===== src/rtl/uart_modem_pkg.sv =====
package uart_modem_pkg;

  // Number of modem lines in each direction
  localparam int unsigned LINE_CNT = 4;

  // Index of each input line inside a line vector (matches status bits 7..4)
  localparam int unsigned LN_CTS = 0;
  localparam int unsigned LN_DSR = 1;
  localparam int unsigned LN_RI  = 2;
  localparam int unsigned LN_DCD = 3;

  // Control register field positions
  localparam int unsigned CB_DTR  = 0;
  localparam int unsigned CB_RTS  = 1;
  localparam int unsigned CB_GP1  = 2;
  localparam int unsigned CB_GP2  = 3;
  localparam int unsigned CB_LOOP = 4;
  localparam int unsigned CTRL_W  = 5;

  localparam logic [CTRL_W-1:0] CTRL_RST = 5'b01000;

  typedef logic [LINE_CNT-1:0] line_vec_t;

  // Idle level of the input lines: carrier, data-set-ready, clear-to-send high
  localparam line_vec_t LINE_IDLE = 4'b1011;

  typedef enum logic {
    SEL_CTRL = 1'b0,
    SEL_STAT = 1'b1
  } reg_sel_e;

endpackage


===== src/rtl/modem_line_sync.sv =====
module modem_line_sync #(
  parameter int unsigned             WIDTH   = 4,
  parameter int unsigned             STAGES  = 2,
  parameter logic [WIDTH-1:0]        RST_VAL = '0
) (
  input  logic             clk,
  input  logic             rst_n,
  input  logic [WIDTH-1:0] async_in,
  output logic [WIDTH-1:0] sync_out
);

  logic [WIDTH-1:0] stage_q [STAGES];

  generate
    for (genvar s = 0; s < STAGES; s++) begin : g_stage
      logic [WIDTH-1:0] stage_d;
      if (s == 0) begin : g_first
        always_comb stage_d = async_in;
      end else begin : g_next
        always_comb stage_d = stage_q[s-1];
      end

      always_ff @(posedge clk or negedge rst_n) begin
        if (!rst_n) stage_q[s] <= RST_VAL;
        else        stage_q[s] <= stage_d;
      end
    end
  endgenerate

  assign sync_out = stage_q[STAGES-1];

endmodule


===== src/rtl/modem_ctrl_reg.sv =====
module modem_ctrl_reg
  import uart_modem_pkg::*;
(
  input  logic              clk,
  input  logic              rst_n,
  input  logic              wr_ctrl,
  input  logic [7:0]        wdata,
  output logic [CTRL_W-1:0] ctrl_bits
);

  logic [CTRL_W-1:0] ctrl_q, ctrl_d;
  logic              ctrl_en;

  always_comb begin
    ctrl_en = wr_ctrl;
    ctrl_d  = wdata[CTRL_W-1:0];
  end

  always_ff @(posedge clk or negedge rst_n) begin
    if (!rst_n)       ctrl_q <= CTRL_RST;
    else if (ctrl_en) ctrl_q <= ctrl_d;
  end

  assign ctrl_bits = ctrl_q;

endmodule


===== src/rtl/modem_status_reg.sv =====
module modem_status_reg
  import uart_modem_pkg::*;
(
  input  logic      clk,
  input  logic      rst_n,
  input  line_vec_t line_now,
  input  logic      loop_on,
  input  logic      rd_clr,
  output line_vec_t level_q,
  output line_vec_t delta_q
);

  line_vec_t lvl_q, lvl_d;
  line_vec_t dlt_q, dlt_d;
  line_vec_t diff, set_vec;
  logic      lvl_en, dlt_en;

  always_comb begin
    diff = lvl_q ^ line_now;
    set_vec = '0;
    if (!loop_on) begin
      set_vec[LN_CTS] = diff[LN_CTS];
      set_vec[LN_DSR] = diff[LN_DSR];
      set_vec[LN_DCD] = diff[LN_DCD];
      // ring flag only on a falling ring line
      set_vec[LN_RI]  = lvl_q[LN_RI] & ~line_now[LN_RI];
    end

    lvl_en = |diff;
    lvl_d  = line_now;

    // a flag raised in the read cycle wins over the clear
    dlt_en = rd_clr | (|set_vec);
    dlt_d  = (rd_clr ? '0 : dlt_q) | set_vec;
  end

  always_ff @(posedge clk or negedge rst_n) begin
    if (!rst_n)      lvl_q <= LINE_IDLE;
    else if (lvl_en) lvl_q <= lvl_d;
  end

  always_ff @(posedge clk or negedge rst_n) begin
    if (!rst_n)      dlt_q <= '0;
    else if (dlt_en) dlt_q <= dlt_d;
  end

  assign level_q = lvl_q;
  assign delta_q = dlt_q;

endmodule


===== src/rtl/uart_modem_port.sv =====
module uart_modem_port
  import uart_modem_pkg::*;
#(
  parameter int unsigned SYNC_STAGES = 2
) (
  input  logic       clk,
  input  logic       rst_n,
  input  logic       reg_sel,
  input  logic       wr_en,
  input  logic       rd_en,
  input  logic [7:0] wdata,
  output logic [7:0] rdata,
  input  logic       cts_in,
  input  logic       dsr_in,
  input  logic       ri_in,
  input  logic       dcd_in,
  output logic       dtr_out,
  output logic       rts_out,
  output logic       gp1_out,
  output logic       gp2_out,
  output logic       modem_irq
);

  localparam int unsigned PAD_W = 8 - CTRL_W;

  line_vec_t         raw_lines;
  line_vec_t         sync_lines;
  line_vec_t         cur_lvl;
  line_vec_t         delta_bits;
  logic [CTRL_W-1:0] ctrl_bits;
  logic              loop_on;
  logic              wr_ctrl;
  logic              rd_clr;
  logic [7:0]        stat_view;
  logic [7:0]        loop_view;

  always_comb begin
    raw_lines         = '0;
    raw_lines[LN_CTS] = cts_in;
    raw_lines[LN_DSR] = dsr_in;
    raw_lines[LN_RI]  = ri_in;
    raw_lines[LN_DCD] = dcd_in;
  end

  modem_line_sync #(
    .WIDTH   (LINE_CNT),
    .STAGES  (SYNC_STAGES),
    .RST_VAL (LINE_IDLE)
  ) u_sync (
    .clk      (clk),
    .rst_n    (rst_n),
    .async_in (raw_lines),
    .sync_out (sync_lines)
  );

  assign wr_ctrl = wr_en & (reg_sel == SEL_CTRL);

  modem_ctrl_reg u_ctrl (
    .clk       (clk),
    .rst_n     (rst_n),
    .wr_ctrl   (wr_ctrl),
    .wdata     (wdata),
    .ctrl_bits (ctrl_bits)
  );

  assign loop_on = ctrl_bits[CB_LOOP];
  assign rd_clr  = rd_en & (reg_sel == SEL_STAT) & ~loop_on;

  modem_status_reg u_stat (
    .clk      (clk),
    .rst_n    (rst_n),
    .line_now (sync_lines),
    .loop_on  (loop_on),
    .rd_clr   (rd_clr),
    .level_q  (cur_lvl),
    .delta_q  (delta_bits)
  );

  always_comb begin
    stat_view = {cur_lvl, delta_bits};
    loop_view = '0;
    loop_view[4 + LN_DCD] = ctrl_bits[CB_GP2];
    loop_view[4 + LN_RI]  = ctrl_bits[CB_GP1];
    loop_view[4 + LN_DSR] = ctrl_bits[CB_DTR];
    loop_view[4 + LN_CTS] = ctrl_bits[CB_RTS];
    if (reg_sel == SEL_CTRL) rdata = {{PAD_W{1'b0}}, ctrl_bits};
    else if (loop_on)        rdata = loop_view;
    else                     rdata = stat_view;
  end

  assign dtr_out   = ctrl_bits[CB_DTR];
  assign rts_out   = ctrl_bits[CB_RTS];
  assign gp1_out   = ctrl_bits[CB_GP1];
  assign gp2_out   = ctrl_bits[CB_GP2];
  assign modem_irq = |delta_bits;

endmodule


===== config.mk =====
export PLATFORM = sky130hd
export DESIGN_NAME = uart_modem_port
export DESIGN_NICKNAME = d
export VERILOG_FILES = /design/src/rtl/uart_modem_pkg.sv /design/src/rtl/modem_line_sync.sv /design/src/rtl/modem_ctrl_reg.sv /design/src/rtl/modem_status_reg.sv /design/src/rtl/uart_modem_port.sv
export SDC_FILE = /design/constraint.sdc
export NUM_CORES = 1
export LEC_CHECK = 0
export CORE_MARGIN = 1.5
export CORE_UTILIZATION = 36
export CTS_CLUSTER_DIAMETER = 50
export CTS_CLUSTER_SIZE = 25
export DETAILED_ROUTE_END_ITERATION = 6
export HOLD_SLACK_MARGIN = 0.1
export PLACE_DENSITY = 0.69
export SLEW_MARGIN = 15
export SYNTH_ARGS = -nofsm -noshare
export SYNTH_HDL_FRONTEND = slang
export SYNTH_SLANG_ARGS = --single-unit

===== constraint.sdc =====
create_clock -name clk -period 3.45 [get_ports clk]
set_clock_uncertainty 0.2 [all_clocks]
set_input_delay 0.69 -clock clk [delete_from_list [all_inputs] [get_ports clk]]
set_output_delay 0.69 -clock clk [all_outputs]
set_load 0.01 [all_outputs]

==> run summary <==
OUTCOME
----------------------------------------------------------------------------
Outcome                                                         finished, final reports clean

GRT
----------------------------------------------------------------------------
Number of global-route vias before repair                                596
Wire length of the first global-routing pass                         2530 um
Pin count of the biggest net entering global routing                      22
Antenna violations before repair                                           0
Remaining global-route overflow                                            0
Total GRT Usage                                                        12.5%

SYNTHESIS
----------------------------------------------------------------------------
Synthesized net count                                                     89
Top_reg_cell synth                                                   dfrtp_1
Syn Area/Cell                                                      12.1 um^2
Seq/Total Area, Yosys                                                  62.7%
Number of register bits inferred by synthesis                             21
Number of enable flip-flop cells after synthesis                           0
Synth top area share                                                   32.1%
Number of warnings printed during yosys synthesis                          0
Combined area of all synthesized cells                              858 um^2
Gate count after technology mapping                                       71
Post-synthesis cell type with the largest combined area              dfrtp_1
Library cells used by synthesis                                           22
Async S/R FF share, synth                                               100%
Top cells by area, synth                                        dfrtp_1 (32%), dfstp_2 (31%), o21ai_0 (4.1%), nor2b_1 (3.6%), mux2i_1 (3.5%)

FLOORPLAN
----------------------------------------------------------------------------
# rows                                                                    17
Die Span X                                                           51.8 um
Core footprint                                                     2230 um^2
Die ar.                                                            2690 um^2
Die span in y                                                        51.8 um
Number of I/O pins                                                        30
Starting utilization of the core area                                  38.4%

FINAL LAYOUT
----------------------------------------------------------------------------
Number of diodes                                                           0
Count of filler cells inserted in the layout                             202
Storage element area                                                538 um^2
Most common cell after layout, fill and taps aside              clkdlybuf4s50_1
Multi-input gate area in the final layout                           267 um^2
Commonest cells after routing, fill and taps aside              clkdlybuf4s50_1 (26), dfrtp_1 (11), dfstp_2 (10)
Net count reported at finish                                             116
Layout cell share with drive strength beyond 1                         18.6%
Area Overhead vs Synth                                                 35.1%
Core occupancy in the finished layout                                  51.9%

SETUP PATH
----------------------------------------------------------------------------
Worst setup startpoint                                               reg_sel
Critical Path Start Type                                           input pin
Critical Path RT                                                     2560 ps
RR Startpoint                                                   u_stat.level_q[0]
Slack of the worst reg-to-reg path                                   2000 ps
Type of the worst setup path                                    input pin to output pin
Crit end category                                                 output pin
Cell count of the worst reg-to-reg path                                    3
Capture point of the worst reg-to-reg path                      u_stat.level_q[2]
Arrival time at the worst endpoint                                   2270 ps
Maximum fanout along the worst path                                        9

ROUTE
----------------------------------------------------------------------------
Via/cell ratio                                                          4.86
Total number of vias                                                     607
Final routed DRC violation total                                           0
Starting DRT DRC Count                                                     5
Avg WL per Cell                                                      11.7 um
Remaining antenna violation count                                          0
Final routed wirelength across all metal layers                      1470 um
Pre-antenna DRT Iters                                                      4

CTS
----------------------------------------------------------------------------
Clock-pin transition on the worst setup and hold timing paths         110 ps
Number of buffers created by CTS                                           3
Clock latency on the worst-skew pair                                  290 ps
Total number of H-tree levels                                              1
Count of instances resized after the clock tree is built                   0
Clock Tree Buf Depth                                                       2
CTS Sinks                                                                 21
Hold_buf cts                                                               0
Buffer type at the clock tree root                                  clkbuf_4
CTS tree                                                               built
Number of buffers added for setup after CTS                                0

STA
----------------------------------------------------------------------------
Slew Limit Fails                                                           0
Tightest slew margin relative to the limit                             41.4%
RSZ-0062 raised after global routing                                   false
Maximum clock frequency                                              317 MHz
Final number of setup-violating endpoints                                  0
Final critical path time including I/O delays and setup              3160 ps
Total Neg Setup Slack                                                   0 ps
Slew of the pin with the lowest slew margin                           876 ps
Final-report hold violation count                                          0
Final Cycle Share                                                      91.6%

WORST HOLD PATH
----------------------------------------------------------------------------
Hold path startpoint                                            u_sync.g_stage[1].stage_d[2]
Instance count along the most critical hold path                           0
Class of the worst hold path                                    flip-flop to flip-flop
Hold path endpoint                                              u_sync.sync_out[2]

PLACED DESIGN
----------------------------------------------------------------------------
Port Buffer Count                                                         26
Post-detail-place hpwl                                               1110 um
RD Place Congestion                                                    0.791

POWER
----------------------------------------------------------------------------
Power share of the clock group                                         21.5%
Peak VDD IR                                                           286 uV
Cell-internal power                                                 0.393 mW
Register share of total power                                          56.3%
Static Leakage                                                      0.470 nW
Fraction of power spent switching nets                                 25.7%
Power dissipated by switching net loads                             0.136 mW
Power density over the cells                                     456 nW/um^2
Combinational group share of total power                               22.2%

RUN
----------------------------------------------------------------------------
Number of max-cap violations                                               0

## Yosys cell counts, drive strengths merged, types with 2 or more instances
| library cell | count |
|---|---|
| buf | 5 |
| dfrtp | 11 |
| dfstp | 10 |
| inv | 5 |
| mux2 | 2 |
| mux2i | 3 |
| nand2 | 7 |
| nor2b | 6 |
| o21ai | 7 |
| o2bb2ai | 3 |
| xnor2 | 3 |
## routing by layer
metal  GRT usage, %  vias to the layer above  wire [um]
met5              0                        -          0
met4           4.82                        0          0
met3           2.01                        0         88
met2           21.3                       18        697
met1           15.8                      302        680
li1               -                      287          -
## power by group through the flow
stage / registers, mW / clock network (mW) / logic (mW)
global placement: 0.301 / 0 / 0.118
detailed placement: 0.302 / 0 / 0.119
global route: 0.302 / 0.128 / 0.129
finish: 0.298 / 0.113 / 0.117
CTS: 0.298 / 0.120 / 0.120
floorplan: 0.296 / 0 / 0.0571
## per-stage QoR
stage               setup WS (ps)  area (um^2)  power (mW)  cells  hold WS (ps)
finish                        291         1160       0.529    125           161
global route                  178         1160       0.558    125           171
CTS                           271         1160       0.538    125           162
detailed placement            283         1130       0.421    121           135
global placement              301         1130       0.419    121           132
floorplan                    1420          858       0.353     71           131
## worst max-delay path by stage
stage	endpoint	slack, ps	cells after the start
finish	rdata[2]	290	5
global route	rdata[3]	180	5
floorplan	rdata[4]	1420	3
CTS	rdata[3]	270	5
detailed placement	rdata[2]	280	5
global placement	rdata[3]	300	5
## cell families after synthesis
family          count (synthesis)  share of synthesized area (%)
flops                          21                           62.7
simple gates                   16                           9.91
compound gates                 14                           10.5
buf+inv                        11                           6.27
mux                             5                           6.12
xor+xnor                        3                           3.06
fa+ha+maj                       1                           1.46
## critical path, stage by stage
cell and delay, ps:
clkdlybuf4s50_1 630, nor2b_2 250, nand2_1 70, o21ai_0 70, clkdlybuf4s50_1 560
## registers in the layout (all words and copies together), names as in the netlist
| name | cells |
|---|---|
| u_stat.level_q | 4 |
| u_sync.sync_out | 4 |
| u_ctrl.ctrl_bits | 5 |
| u_stat.delta_q | 4 |
| u_sync.g_stage.stage_d | 4 |
## layout make-up
type | count | share of cell area [%]
Inverter | 5 | 1.62
Sequential cell | 21 | 46.4
Multi-Input combinational cell | 39 | 23.0
Clock buffer | 4 | 2.27
Timing Repair Buffer | 28 | 23.7
Tap cell | 28 | 3.02
No activity file was read; power rests on OpenSTA's default activity.
